<file path="config.mk">
export PLATFORM = sky130hd
export DESIGN_NAME = pdma_channel
export DESIGN_NICKNAME = d
export VERILOG_FILES = /design/src/rtl/pdma_pkg.sv /design/src/rtl/pdma_regfile.sv /design/src/rtl/pdma_engine.sv /design/src/rtl/pdma_channel.sv
export SDC_FILE = /design/constraint.sdc
export NUM_CORES = 1
export LEC_CHECK = 0
export BUFFER_PORTS_ARGS = -buffer_cell sky130_fd_sc_hd__buf_2
export CAP_MARGIN = 40
export CELL_PAD_IN_SITES_DETAIL_PLACEMENT = 0
export CELL_PAD_IN_SITES_GLOBAL_PLACEMENT = 1
export CORE_UTILIZATION = 40
export DETAILED_ROUTE_END_ITERATION = 16
export PLACE_DENSITY = 0.8
export SYNTH_ARGS = -nofsm -noshare
export SYNTH_HDL_FRONTEND = slang
export SYNTH_SLANG_ARGS = --single-unit
</file>
<file path="constraint.sdc">
create_clock -name clk -period 3.2 [get_ports clk]
set_input_delay 0.32 -clock clk [delete_from_list [all_inputs] [get_ports clk]]
set_output_delay 0.32 -clock clk [all_outputs]
set_load 0.03 [all_outputs]
</file>
<file path="src/rtl/pdma_pkg.sv">
package pdma_pkg;

    // width of the word-count field in the control and status words
    localparam int CNT_W = 14;
    localparam int PAD_W = 26 - CNT_W;

    // request-select code that never grants a transfer
    localparam logic [4:0] RSEL_OFF = 5'd31;

    // bit of the memory sequence word that selects double buffering
    localparam int DBL_BIT = 19;

    // register word offsets
    localparam logic [2:0] A_CTRL = 3'd0;
    localparam logic [2:0] A_STAT = 3'd1;
    localparam logic [2:0] A_MPTR = 3'd2;
    localparam logic [2:0] A_MSEQ = 3'd3;
    localparam logic [2:0] A_PPTR = 3'd4;
    localparam logic [2:0] A_PSEQ = 3'd5;

    typedef struct packed {
        logic             en;
        logic             ie;
        logic             hold;
        logic             dir;
        logic             once;
        logic             flow;
        logic [4:0]       rsel;
        logic [CNT_W-1:0] wcnt;
    } ctrl_t;

    function automatic ctrl_t unpack_ctrl(logic [31:0] w);
        ctrl_t c;
        c.en   = w[31];
        c.ie   = w[30];
        c.hold = w[29];
        c.dir  = w[28];
        c.once = w[27];
        c.flow = w[21];
        c.rsel = w[20:16];
        c.wcnt = w[2 +: CNT_W];
        return c;
    endfunction

    function automatic logic [31:0] pack_ctrl(ctrl_t c);
        logic [31:0] w;
        w = '0;
        w[31] = c.en;
        w[30] = c.ie;
        w[29] = c.hold;
        w[28] = c.dir;
        w[27] = c.once;
        w[21] = c.flow;
        w[20:16] = c.rsel;
        w[2 +: CNT_W] = c.wcnt;
        return w;
    endfunction

endpackage

</file>
<file path="src/rtl/pdma_regfile.sv">
module pdma_regfile
    import pdma_pkg::*;
#(
    parameter int AW = 32
) (
    input  logic          clk,
    input  logic          rst_n,
    input  logic          we,
    input  logic [2:0]    addr,
    input  logic [31:0]   wdata,
    output ctrl_t         ctrl,
    output logic [AW-1:0] mptr,
    output logic [AW-1:0] pptr,
    output logic [31:0]   mseq,
    output logic [31:0]   pseq
);

    typedef struct packed {
        ctrl_t         ctrl;
        logic [AW-1:0] mptr;
        logic [AW-1:0] pptr;
        logic [31:0]   mseq;
        logic [31:0]   pseq;
    } regs_t;

    regs_t r_d, r_q;

    always_comb begin
        r_d = r_q;
        if (we) begin
            case (addr)
                A_CTRL:  r_d.ctrl = unpack_ctrl(wdata);
                A_MPTR:  r_d.mptr = {wdata[AW-1:2], 2'b00};
                A_MSEQ:  r_d.mseq = wdata;
                A_PPTR:  r_d.pptr = {wdata[AW-1:2], 2'b00};
                A_PSEQ:  r_d.pseq = wdata;
                default: ;
            endcase
        end
    end

    always_ff @(posedge clk or negedge rst_n) begin
        if (!rst_n) r_q <= '0;
        else        r_q <= r_d;
    end

    assign ctrl = r_q.ctrl;
    assign mptr = r_q.mptr;
    assign pptr = r_q.pptr;
    assign mseq = r_q.mseq;
    assign pseq = r_q.pseq;


    ptr_align_chk: assert property (@(posedge clk) disable iff (!rst_n)
        (we && addr == A_MPTR) |=> (r_q.mptr[1:0] == 2'b00));

endmodule

</file>
<file path="src/rtl/pdma_engine.sv">
module pdma_engine
    import pdma_pkg::*;
#(
    parameter int AW   = 32,
    parameter int NREQ = 32
) (
    input  logic             clk,
    input  logic             rst_n,
    input  ctrl_t            cfg,
    input  logic             dbl,
    input  logic [AW-1:0]    mptr,
    input  logic [AW-1:0]    pptr,
    input  logic             ctrl_wr,
    input  logic             new_en,
    input  logic [CNT_W-1:0] new_wcnt,
    input  logic             stat_wr,
    input  logic             stat_clr,
    input  logic [NREQ-1:0]  dreq,
    input  logic             xfer_ready,
    output logic             xfer_valid,
    output logic             xfer_dir,
    output logic [AW-1:0]    xfer_mem_addr,
    output logic [AW-1:0]    xfer_per_addr,
    output logic             busy,
    output logic             pend,
    output logic             halted,
    output logic             ping,
    output logic [CNT_W-1:0] remain,
    output logic             irq
);

    localparam logic [AW-1:0] ADDR_STEP = AW'(4);

    typedef struct packed {
        logic             busy;
        logic             pend;
        logic             ping;
        logic [CNT_W-1:0] remain;
        logic [AW-1:0]    maddr;
        logic [AW-1:0]    paddr;
    } st_t;

    st_t  st_d, st_q;
    logic line, go, fire, last;

    always_comb begin
        line = 1'b0;
        for (int i = 0; i < NREQ; i++) begin
            if (cfg.rsel == 5'(i)) line = dreq[i];
        end
        go   = st_q.busy && cfg.en && !cfg.hold && (cfg.rsel != RSEL_OFF)
               && (!cfg.flow || line);
        fire = go && xfer_ready;
        last = fire && (st_q.remain == '0);

        st_d = st_q;
        if (fire) begin
            if (last) begin
                st_d.pend   = 1'b1;
                st_d.remain = cfg.wcnt;
                if (cfg.once) begin
                    st_d.busy = 1'b0;
                end else if (dbl && !st_q.ping) begin
                    st_d.ping  = 1'b1;
                    st_d.maddr = st_q.maddr + ADDR_STEP;
                end else begin
                    st_d.ping  = 1'b0;
                    st_d.maddr = mptr;
                    st_d.paddr = pptr;
                end
            end else begin
                st_d.remain = st_q.remain - 1'b1;
                st_d.maddr  = st_q.maddr + ADDR_STEP;
            end
        end

        if (stat_wr && stat_clr && !last) st_d.pend = 1'b0;

        if (ctrl_wr) begin
            if (!new_en) begin
                st_d.busy = 1'b0;
            end else if (!st_q.busy) begin
                st_d.busy   = 1'b1;
                st_d.remain = new_wcnt;
                st_d.ping   = 1'b0;
                st_d.maddr  = mptr;
                st_d.paddr  = pptr;
            end
        end
    end

    always_ff @(posedge clk or negedge rst_n) begin
        if (!rst_n) st_q <= '0;
        else        st_q <= st_d;
    end

    assign xfer_valid    = go;
    assign xfer_dir      = cfg.dir;
    assign xfer_mem_addr = st_q.maddr;
    assign xfer_per_addr = st_q.paddr;
    assign busy          = st_q.busy;
    assign pend          = st_q.pend;
    assign ping          = st_q.ping;
    assign remain        = st_q.remain;
    assign halted        = st_q.busy && (cfg.hold || cfg.rsel == RSEL_OFF);
    assign irq           = st_q.pend && cfg.ie;


    cnt_step_chk: assert property (@(posedge clk) disable iff (!rst_n)
        (fire && st_q.remain != '0) |=> (st_q.remain == $past(st_q.remain) - 1'b1));


    addr_step_chk: assert property (@(posedge clk) disable iff (!rst_n)
        (fire && !last) |=> (st_q.maddr == $past(st_q.maddr) + ADDR_STEP));


    oneshot_stop_chk: assert property (@(posedge clk) disable iff (!rst_n)
        (last && cfg.once) |=> (!st_q.busy && st_q.pend));


    ping_flip_chk: assert property (@(posedge clk) disable iff (!rst_n)
        (last && !cfg.once && dbl) |=> (st_q.ping != $past(st_q.ping)));


    pend_clear_chk: assert property (@(posedge clk) disable iff (!rst_n)
        (stat_wr && stat_clr && !last) |=> !st_q.pend);


    parked_hold_chk: assert property (@(posedge clk) disable iff (!rst_n)
        (st_q.busy && cfg.rsel == RSEL_OFF && !ctrl_wr) |=> (st_q.remain == $past(st_q.remain)));

endmodule

</file>
<file path="src/rtl/pdma_channel.sv">
module pdma_channel
    import pdma_pkg::*;
#(
    parameter int AW   = 32,
    parameter int NREQ = 32
) (
    input  logic            clk,
    input  logic            rst_n,
    input  logic            reg_we,
    input  logic [2:0]      reg_addr,
    input  logic [31:0]     reg_wdata,
    output logic [31:0]     reg_rdata,
    input  logic [NREQ-1:0] dreq,
    input  logic            xfer_ready,
    output logic            xfer_valid,
    output logic            xfer_dir,
    output logic [AW-1:0]   xfer_mem_addr,
    output logic [AW-1:0]   xfer_per_addr,
    output logic            irq
);

    ctrl_t            cfg;
    logic [AW-1:0]    mptr, pptr;
    logic [31:0]      mseq, pseq;
    logic             busy, pend, halted, ping;
    logic [CNT_W-1:0] remain;
    logic             ctrl_wr, stat_wr;
    logic [31:0]      stat_word;

    assign ctrl_wr = reg_we && (reg_addr == A_CTRL);
    assign stat_wr = reg_we && (reg_addr == A_STAT);

    pdma_regfile #(.AW(AW)) u_regs (
        .clk   (clk),
        .rst_n (rst_n),
        .we    (reg_we),
        .addr  (reg_addr),
        .wdata (reg_wdata),
        .ctrl  (cfg),
        .mptr  (mptr),
        .pptr  (pptr),
        .mseq  (mseq),
        .pseq  (pseq)
    );

    pdma_engine #(.AW(AW), .NREQ(NREQ)) u_eng (
        .clk           (clk),
        .rst_n         (rst_n),
        .cfg           (cfg),
        .dbl           (mseq[DBL_BIT]),
        .mptr          (mptr),
        .pptr          (pptr),
        .ctrl_wr       (ctrl_wr),
        .new_en        (reg_wdata[31]),
        .new_wcnt      (reg_wdata[2 +: CNT_W]),
        .stat_wr       (stat_wr),
        .stat_clr      (reg_wdata[30]),
        .dreq          (dreq),
        .xfer_ready    (xfer_ready),
        .xfer_valid    (xfer_valid),
        .xfer_dir      (xfer_dir),
        .xfer_mem_addr (xfer_mem_addr),
        .xfer_per_addr (xfer_per_addr),
        .busy          (busy),
        .pend          (pend),
        .halted        (halted),
        .ping          (ping),
        .remain        (remain),
        .irq           (irq)
    );

    assign stat_word = {busy, pend, halted, ping, {PAD_W{1'b0}}, remain, 2'b00};

    always_comb begin
        case (reg_addr)
            A_CTRL:  reg_rdata = pack_ctrl(cfg);
            A_STAT:  reg_rdata = stat_word;
            A_MPTR:  reg_rdata = 32'(mptr);
            A_MSEQ:  reg_rdata = mseq;
            A_PPTR:  reg_rdata = 32'(pptr);
            A_PSEQ:  reg_rdata = pseq;
            default: reg_rdata = '0;
        endcase
    end


    irq_mask_chk: assert property (@(posedge clk) disable iff (!rst_n)
        (ctrl_wr && !reg_wdata[30]) |=> !irq);

endmodule

</file>
==> results.sh, run 1 <==
export IMPL_totalWireLength_um=40300
export IMPL_synth_net_count=1258
export IMPL_start_util_pct=40.54
export IMPL_holdWs_ns=0.04718
export IMPL_gr_usage_all_layers_pct=25.47
export IMPL_core_area_um2=30510
export IMPL_post_route_period_util_pct=96.09
export IMPL_p_leak_nw=6.562
export IMPL_die_area_um2=31630
export IMPL_grt_pass1_vias=10451
export IMPL_async_flop_share_pct=100.0
export IMPL_rsz0062_at_grt="false"
export IMPL_tightestPinTransition_ns=0.7933
export IMPL_drv_slew=0
export IMPL_grtUsageMet3_pct=4.242
export IMPL_crit_path_end_kind="output port"
export IMPL_relSlewSlack_pct=47.12
export IMPL_clkSlewWorstSetupHoldPaths_ns=0.06
export IMPL_total_power_mw=10.92
export IMPL_syn_area_per_cell_um2=10.44
export IMPL_synthToLayoutAreaGrowth_pct=20.40
export IMPL_vias=10736
export IMPL_power_internal_mw=6.874
export IMPL_drt_initial_drc_count=1119
export IMPL_worstPathCellList="or3b_2 > a211oi_2 > a2111oi_4 > o2111ai_2 > a21o_1 > and2_1 > buf_2"
export IMPL_use_met1_pct=37.38
export IMPL_hold_viol=0
export IMPL_yosysWarnings=0
export IMPL_synth_cell_types=76
export IMPL_netlist_top_cell_by_area="dfrtp_1"
export IMPL_cts_tree="built"
export IMPL_combPwrFrac_pct=30.6
export IMPL_swShare_pct=37.08
export IMPL_port_buffers=169
export IMPL_die_w_um=177.9
export IMPL_max_cap_violations=0
export IMPL_fin_skew_ns=0.01501
export IMPL_slowest_stage="dfrtp_1"
export IMPL_synth_area_leaders="dfrtp_1, mux2_2, a22oi_1"
export IMPL_synth_most_common_cell="dfrtp_1"
export IMPL_ys_seq_area_share_pct=46.53
export IMPL_grt_max_degree=96
export IMPL_row_count=64
export IMPL_setup_tns_ns=0
export IMPL_power_density_nw_per_um2=733.5
export IMPL_critPathKind="reg -> out"
export IMPL_hpwl_um=27940
export IMPL_wl_per_cell_um=22.68
export IMPL_cts_buffer_depth=3
export IMPL_crit_family="compound AO/OA/AOI/OAI gates"
export IMPL_clock_power_share_pct=28.6
export IMPL_grt_util_met2_pct=39.05
export IMPL_switchingPower_mw=4.050
export IMPL_pin_count=170
export IMPL_ys_seq_elements=230
export IMPL_cts_sinks=230
export IMPL_syn_inst=1185
export IMPL_synth_common_cells="dfrtp_1, mux2_2, nor2_1"
export IMPL_gr_total_overflow=0
export IMPL_fin_crit_ns=3.075
export IMPL_outcome="finished, final reports clean"
export IMPL_synth_edff_count=0
export IMPL_ir_drop_mv=0.3866
export IMPL_max_freq_mhz=325.2
export IMPL_insertion_delay_ns=0.53
export IMPL_p_seq_share_pct=40.8
export IMPL_viasPerCell=6.042
export IMPL_crit_fanout=9
export IMPL_start_kind="flip-flop"
export IMPL_synth_top_cell_area_share_pct=46.53
export IMPL_antenna_found_initial=0
export IMPL_dr_pass1_iters=6
export IMPL_fp_dieH_um=177.9
export IMPL_top_usage_layer="met2"
export IMPL_cts_htree_levels=1
export IMPL_clockRootBuffer="clkbuf_16"
export IMPL_syn_area_um2=12370
export IMPL_cpPeakStageDelay_ns=0.54
export IMPL_drive_gt1_share_pct=35.41
export IMPL_gp_congestion=0.8696
export IMPL_nFillCells=2811
export IMPL_setup_viol=0
export IMPL_ant_nets=0
export IMPL_nNetsFinal=1435
export IMPL_holdCritPathClass="in -> reg"
export IMPL_cp_arrival_ns=2.75
export IMPL_grt_pass1_wl_um=61930
export IMPL_route_detailed_drc=0
export IMPL_cts_buffers_inserted=26
export IMPL_worst_path_buf_inv=1
export IMPL_postCtsSetupRepairBufs=0
export IMPL_ys_flop_type="dfrtp_1"
export IMPL_crit_required_ns=2.88
export IMPL_n_antenna_cell=0
logic make-up after synthesis:
kind of cell | Yosys count | synth area share, %
fa+ha+maj | 2 | 0.2023
buf+inv | 106 | 4.046
mux | 200 | 17.96
simple gates | 347 | 14.44
compound gates | 300 | 16.81
flops | 230 | 46.53
flip-flops by register name (all words and copies together), names as in the netlist, 14 cells and up:
register,flops
u_regs.mptr,30
u_eng.xfer_mem_addr,32
u_regs.ctrl,25
u_regs.mseq,32
u_eng.remain,14
u_regs.pptr,30
u_eng.xfer_per_addr,32
u_regs.pseq,32
cell type report:
class	instances	area (µm²)	area share, %
tap	396	495.5	3.327
timing repair buffer	238	1476	9.914
multi-input combinational	849	6195	41.59
inverter	17	63.81	0.4285
clock inverter	9	107.6	0.7225
sequential	230	5758	38.66
clock buffer	38	797.0	5.352
power by group through the flow:
| stage | clock network (mW) | logic [mW] | registers, mW |
|---|---|---|---|
| global placement | 0 | 3.26 | 4.45 |
| CTS | 3.17 | 3.33 | 4.42 |
| floorplan | 0 | 1.79 | 4.71 |
| finish | 3.12 | 3.34 | 4.46 |
| global route | 3.29 | 3.59 | 4.56 |
| detailed placement | 0 | 3.31 | 4.47 |
cells in the final DEF, fill, tap and decap left out, types with 11 or more instances in the layout:
| master | count |
|---|---|
| buf_4 | 60 |
| inv_1 | 17 |
| or3_1 | 11 |
| mux2_2 | 166 |
| nand2_1 | 59 |
| mux2i_1 | 24 |
| a31oi_1 | 29 |
| buf_2 | 168 |
| nor2_1 | 84 |
| nor3_1 | 37 |
| nand4_1 | 12 |
| clkbuf_16 | 27 |
| o21ai_0 | 58 |
| nand3_1 | 45 |
| a22oi_1 | 64 |
| and2_1 | 19 |
| a21oi_1 | 50 |
| and3_1 | 23 |
| a221o_1 | 12 |
| dfrtp_1 | 228 |
per-layer routing:
metal,wire length (µm),vias up
li1,-,4802
met1,18350,5435
met2,18150,440
met3,3031,59
met4,758,0
met5,0,-
repair_timing:
action | CTS | global route
endpoints found under the hold margin | 91 | 0
endpoints found under the setup margin | 0 | 17
hold buffers | 1 | 0
gates resized for setup | 0 | 10
worst paths after layout:
kind                                        start                 endpoint  slack (ns)  cells past startpoint
min in group asynchronous                   rst_n  u_eng.xfer_mem_addr[19]        0.40                      2
setup reg to reg                  u_regs.ctrl[18]  u_eng.xfer_mem_addr[29]        0.19                     10
hold reg to reg            u_eng.xfer_per_addr[0]   u_eng.xfer_per_addr[0]        0.48                      1
max in group asynchronous                   rst_n          u_regs.mptr[21]        1.93                      3
hold / removal                       reg_wdata[1]           u_regs.mseq[1]        0.05                      2
setup / recovery                  u_regs.ctrl[18]               xfer_valid        0.13                      7
per-stage QoR:
| step | std cells | setup WS (ns) | utilization, % | cell area [µm²] |
|---|---|---|---|---|
| floorplan | 1185 | 0.5218 | - | 12370 |
| global placement | 1729 | 0.1051 | 45.67 | 13930 |
| detailed placement | 1729 | 0.07441 | 45.67 | 13930 |
| CTS | 1777 | 0.003126 | 48.67 | 14850 |
| global route | 1777 | 0.007653 | 48.81 | 14890 |
| finish | 1777 | 0.1251 | 48.81 | 14890 |
Power figures use the tool's default switching activity.
==> run 2: changes to the inputs <==
--- a/config.mk
+++ b/config.mk
@@ -7,11 +7,9 @@
 export LEC_CHECK = 0
 export BUFFER_PORTS_ARGS = -buffer_cell sky130_fd_sc_hd__buf_2
 export CAP_MARGIN = 40
-export CELL_PAD_IN_SITES_DETAIL_PLACEMENT = 0
-export CELL_PAD_IN_SITES_GLOBAL_PLACEMENT = 1
 export CORE_UTILIZATION = 40
 export DETAILED_ROUTE_END_ITERATION = 16
-export PLACE_DENSITY = 0.8
+export PLACE_DENSITY = 0.67
 export SYNTH_ARGS = -nofsm -noshare
 export SYNTH_HDL_FRONTEND = slang
 export SYNTH_SLANG_ARGS = --single-unit
==> run 2 against run 1 <==
Against the previous run: count of clock-buffer cells in the layout fell by 4; global-route usage down 0.52 points; combinational power barely moved; sequential share of layout area about the same; wire length decreased by 1.6%.
==> results.sh, run 2 (synthesis results as in run 1) <==
export IMPL_outcome="finished, final reports clean"
export IMPL_antenna_found_initial=3
export IMPL_start_kind="flip-flop"
export IMPL_power_density_nw_per_um2=733.6
export IMPL_total_power_mw=10.92
export IMPL_r2r_cells=11
export IMPL_gr_usage_all_layers_pct=24.96
export IMPL_vias=10795
export IMPL_max_freq_mhz=320.7
export IMPL_drv_slew=0
export IMPL_dp_cells=1725
export IMPL_timing_rr_start="u_regs.ctrl[15]"
export IMPL_row_count=64
export IMPL_p_leak_nw=6.539
export IMPL_mostFrequentLayoutCell="dfrtp_1"
export IMPL_crit_required_ns=2.88
export IMPL_ir_drop_mv=0.5958
export IMPL_viasPerCell=6.075
export IMPL_post_route_period_util_pct=97.43
export IMPL_grt_max_degree=96
export IMPL_setup_viol=0
export IMPL_gr_total_overflow=0
export IMPL_cts_htree_levels=1
export IMPL_die_w_um=177.9
export IMPL_layoutNonFillerInstCount=1777
export IMPL_tightestPinTransition_ns=0.8147
export IMPL_drt_initial_drc_count=1309
export IMPL_route_detailed_drc=0
export IMPL_cp_arrival_ns=2.80
export IMPL_port_buffers=169
export IMPL_synthToLayoutAreaGrowth_pct=20.34
export IMPL_start_util_pct=40.54
export IMPL_r2r_end="u_eng.xfer_per_addr[6]"
export IMPL_pre_cts_slack_ns=0.09278
export IMPL_hpwl_um=27480
export IMPL_crit_fanout=10
export IMPL_clkSlewWorstSetupHoldPaths_ns=0.06
export IMPL_fin_ws_ns=0.08228
export IMPL_nNetsFinal=1435
export IMPL_drive_gt1_share_pct=35.14
export IMPL_holdCritPathClass="in -> reg"
export IMPL_crit_start="u_regs.ctrl[17]"
export IMPL_grt_pass1_vias=10340
export IMPL_mostFrequentLayoutCells="dfrtp_1, buf_2, mux2_2, nor2_1, a22oi_1"
export IMPL_endpoint="xfer_valid"
export IMPL_r2r_slack_ns=0.13
export IMPL_fin_skew_ns=0.008449
export IMPL_cts_buffers_inserted=26
export IMPL_hold_viol=0
export IMPL_cts_buffer_depth=3
export IMPL_clockRootBuffer="clkbuf_16"
export IMPL_fin_crit_ns=3.118
export IMPL_setup_tns_ns=0
export IMPL_dr_pass1_iters=6
export IMPL_insertion_delay_ns=0.54
export IMPL_core_area_um2=30510
export IMPL_nFillCells=2786
export IMPL_fp_dieH_um=177.9
export IMPL_max_cap_violations=0
export IMPL_pin_count=170
export IMPL_rsz0062_at_grt="true"
export IMPL_grt_pass1_wl_um=60960
export IMPL_totalWireLength_um=39650
export IMPL_crit_path_end_kind="output port"
export IMPL_relSlewSlack_pct=45.69
export IMPL_die_area_um2=31630
export IMPL_critPathKind="reg -> out"
export IMPL_ant_nets=0
export IMPL_cts_tree="built"
export IMPL_cts_sinks=230
export IMPL_gp_congestion=0.8934
export IMPL_wl_per_cell_um=22.31
-- run 2: stage by stage --
step	hold WS, ns	utilization, %	instance area [µm²]
finish	0.02697	48.79	14890
global route	0.03058	48.79	14890
CTS	0.01437	48.43	14770
detailed placement	0.4086	45.49	13880
global placement	0.4023	45.49	13880
floorplan	0.02441	-	12370
-- run 2: what timing repair did --
item | in CTS | in global routing
hold buffers | 1 | 0
gates cloned | 0 | 1
buffers inserted | 0 | 3
endpoints found under the setup margin | 1 | 12
gates resized for setup | 1 | 14
hold endpoints to repair | 91 | 0
-- run 2: layer usage --
layer  global-route usage [%]  up-vias  share of wire [%]
li1                         -     4795                  -
met2                    38.53      523                 45
met3                    4.542       68                8.7
met5                        0        -              0.020
met1                    35.99     5407                 44
met4                    6.125        2                2.3
-- run 2: critical path: stages (launching register included) --
cell and delay, ns:
dfrtp_1 0.41, buf_4 0.19, or3b_2 0.51, a211oi_4 0.22
a2111oi_4 0.07, o2111ai_2 0.23, a21o_1 0.17, and2_1 0.22
clkbuf_4 0.22
-- run 2: how the worst min path moves through the flow --
stage                 start                      end  slack [ns]  cells past startpoint
2_1_floorplan         rst_n               u_eng.busy        0.02                      0
6_report       reg_wdata[0]           u_regs.mseq[0]        0.03                      2
3_5_place_dp          rst_n          u_regs.ctrl[20]        0.41                      1
3_3_place_gp          rst_n  u_eng.xfer_mem_addr[22]        0.40                      1
4_1_cts        reg_wdata[1]           u_regs.mseq[1]        0.01                      2
5_1_grt        reg_wdata[1]           u_regs.pseq[1]        0.03                      2
-- run 2: cell type report --
class,count,area (µm²),share of cell area [%]
multi-input cells,849,6208,41.71
diodes,1,2.502,0.01681
clock buffers,34,700.7,4.707
repair buffers,238,1475,9.910
well taps,396,495.5,3.329
clock inverters,12,182.7,1.227
flip-flops and latches,230,5757,38.67
inverters,17,63.81,0.4287
-- run 2: where the power goes --
part,internal (mW),switching [mW]
Sequential,3.65,0.844
Combinational,1.34,1.97
Clock,1.87,1.25
==> run 3: changes to the inputs <==
--- a/config.mk
+++ b/config.mk
@@ -9,7 +9,7 @@
 export CAP_MARGIN = 40
 export CORE_UTILIZATION = 40
 export DETAILED_ROUTE_END_ITERATION = 16
-export PLACE_DENSITY = 0.67
+export PLACE_DENSITY = 0.69
 export SYNTH_ARGS = -nofsm -noshare
 export SYNTH_HDL_FRONTEND = slang
 export SYNTH_SLANG_ARGS = --single-unit
==> constraint.sdc (replaced) <==
create_clock -name clk -period 2.6 [get_ports clk]
set_input_delay 0.26 -clock clk [delete_from_list [all_inputs] [get_ports clk]]
set_output_delay 0.26 -clock clk [all_outputs]
set_load 0.03 [all_outputs]
==> run 3 against run 2 <==
Against the previous run: the run now ends with negative setup slack left; wire length is 7.2% higher; core utilization grew 6.0 points; design area rose by 12%; combinational power grew 55%; sequential power grew 21%; non-clock buffer count rose by 123; largest cell class unchanged.
==> results.sh, run 3 (synthesis results as in run 1) <==
export IMPL_outcome="finished, violations left"
export IMPL_failed_checks="negative setup slack"
export IMPL_setup_viol=79
export IMPL_pre_cts_slack_ns=-0.4114
export IMPL_p_leak_nw=7.446
export IMPL_cpPeakStageDelay_ns=0.47
export IMPL_holdWs_ns=0.01058
export IMPL_power_density_nw_per_um2=864.6
export IMPL_insertion_delay_ns=0.54
export IMPL_cts_htree_levels=1
export IMPL_viasPerCell=6.076
export IMPL_ant_nets=0
export IMPL_mostFrequentLayoutCell="dfrtp_1"
export IMPL_grt_pass1_vias=10987
export IMPL_totalWireLength_um=42490
export IMPL_core_area_um2=30510
export IMPL_tightestPinTransition_ns=0.7342
export IMPL_nFillCells=2570
export IMPL_fp_dieH_um=177.9
export IMPL_fin_ws_ns=-0.3398
export IMPL_placed_area_um2=14600
export IMPL_crit_required_ns=3.02
export IMPL_post_route_util_pct=54.81
export IMPL_nNetsFinal=1560
export IMPL_holdCritPathClass="in -> reg"
export IMPL_cp_arrival_ns=3.36
export IMPL_grt_max_degree=78
export IMPL_max_cap_violations=0
export IMPL_clockRootBuffer="clkbuf_16"
export IMPL_wl_per_cell_um=22.34
export IMPL_setup_tns_ns=-16.29
export IMPL_start_kind="flip-flop"
export IMPL_antenna_found_initial=1
export IMPL_drt_initial_drc_count=1010
export IMPL_cts_buffers_inserted=26
export IMPL_row_count=64
export IMPL_grt_pass1_wl_um=63130
export IMPL_fin_crit_ns=2.940
export IMPL_cts_buffer_depth=3
export IMPL_drv_slew=0
export IMPL_crit_family="compound AO/OA/AOI/OAI gates"
export IMPL_cts_tree="built"
export IMPL_dp_cells=1817
export IMPL_drive_gt1_share_pct=45.91
export IMPL_dr_pass1_iters=8
export IMPL_port_buffers=169
export IMPL_pin_count=170
export IMPL_crit_path_end_kind="flip-flop"
export IMPL_worstPathCellList="buf_6 > a41o_1 > a2111oi_4 > o2111ai_2 > a21o_1 > buf_4 > and2_4 > a31oi_4 > buf_12 > clkbuf_16 > mux2_4"
export IMPL_synthToLayoutAreaGrowth_pct=35.18
export IMPL_multi_input_area_um2=6812
export IMPL_gr_usage_all_layers_pct=25.67
export IMPL_hold_viol=0
export IMPL_start_util_pct=40.54
export IMPL_relSlewSlack_pct=50.94
export IMPL_clkSlewWorstSetupHoldPaths_ns=0.06
export IMPL_rsz0062_at_grt="true"
export IMPL_route_detailed_drc=0
export IMPL_gr_total_overflow=0
export IMPL_ff_latch_area_um2=5761
export IMPL_critPathKind="reg -> reg"
export IMPL_total_power_mw=14.46
export IMPL_post_route_period_util_pct=113.1
export IMPL_vias=11556
export IMPL_ir_drop_mv=0.7162
export IMPL_gp_congestion=0.9755
export IMPL_slowest_stage="dfrtp_2"
export IMPL_mostFrequentLayoutCells="dfrtp_1, buf_2, mux2_2, buf_4, nor2_1"
export IMPL_fin_skew_ns=0.01816
export IMPL_cts_sinks=230
export IMPL_die_w_um=177.9
export IMPL_worst_path_buf_inv=4
export IMPL_layoutNonFillerInstCount=1902
export IMPL_crit_fanout=7
export IMPL_die_area_um2=31630
export IMPL_hpwl_um=29040
export IMPL_max_freq_mhz=340.2
export IMPL_fin_area_um2=16720
[run 3: changes by cell type in the layout (fill, tap and decap cells not counted), moves of 15 or more]
| cell | delta |
|---|---|
| buf_4 | +74 |
| buf_6 | +33 |
| mux2_4 | +19 |
| a21oi_1 | -16 |
| nor3_1 | -16 |
| a21oi_2 | +15 |
[run 3: where the power goes]
group | switching (mW) | internal, mW | leakage [nW]
Sequential | 0.957 | 4.49 | 2.77
Combinational | 2.86 | 2.27 | 4.24
Clock | 1.49 | 2.38 | 0.432
[run 3: cell type report]
cell class	instances	share of cell area [%]
Tap cell	396	2.963
Clock buffer	38	4.460
Timing Repair Buffer	361	16.06
Inverter	17	0.3816
Antenna cell	1	0.01497
Multi-Input combinational cell	851	40.74
Clock inverter	8	0.9354
Sequential cell	230	34.45
[run 3: what timing repair did]
item / CTS / global route
gates resized for setup: 37 / 166
gates cloned: 1 / 5
hold buffers: 6 / 0
setup endpoints to repair: 81 / 82
pin swaps: 11 / 51
endpoints found under the hold margin: 78 / 0
setup buffers: 5 / 24
[run 3: path summary, 6_finish.rpt]
kind / to / startpoint / slack [ns] / cells past startpoint
worst max-delay path: u_eng.xfer_per_addr[22] / u_regs.ctrl[14] / -0.34 / 11
worst min-delay path: u_regs.mptr[24] / reg_wdata[24] / 0.01 / 2
worst max register to register: u_eng.xfer_per_addr[22] / u_regs.ctrl[14] / -0.34 / 11
worst min register to register: u_eng.xfer_mem_addr[0] / u_eng.xfer_mem_addr[0] / 0.48 / 1
max in group asynchronous: u_regs.ctrl[16] / rst_n / 1.48 / 3
min in group asynchronous: u_eng.xfer_per_addr[1] / rst_n / 0.25 / 2
[run 3: per-layer routing]
layer / part of all wire (%) / vias up / global-route usage, %
met5: 0 / - / 0
met1: 43 / 5780 / 36.52
li1: - / 5077 / -
met2: 46 / 599 / 40.30
met4: 2.3 / 0 / 5.734
met3: 8.7 / 100 / 4.906
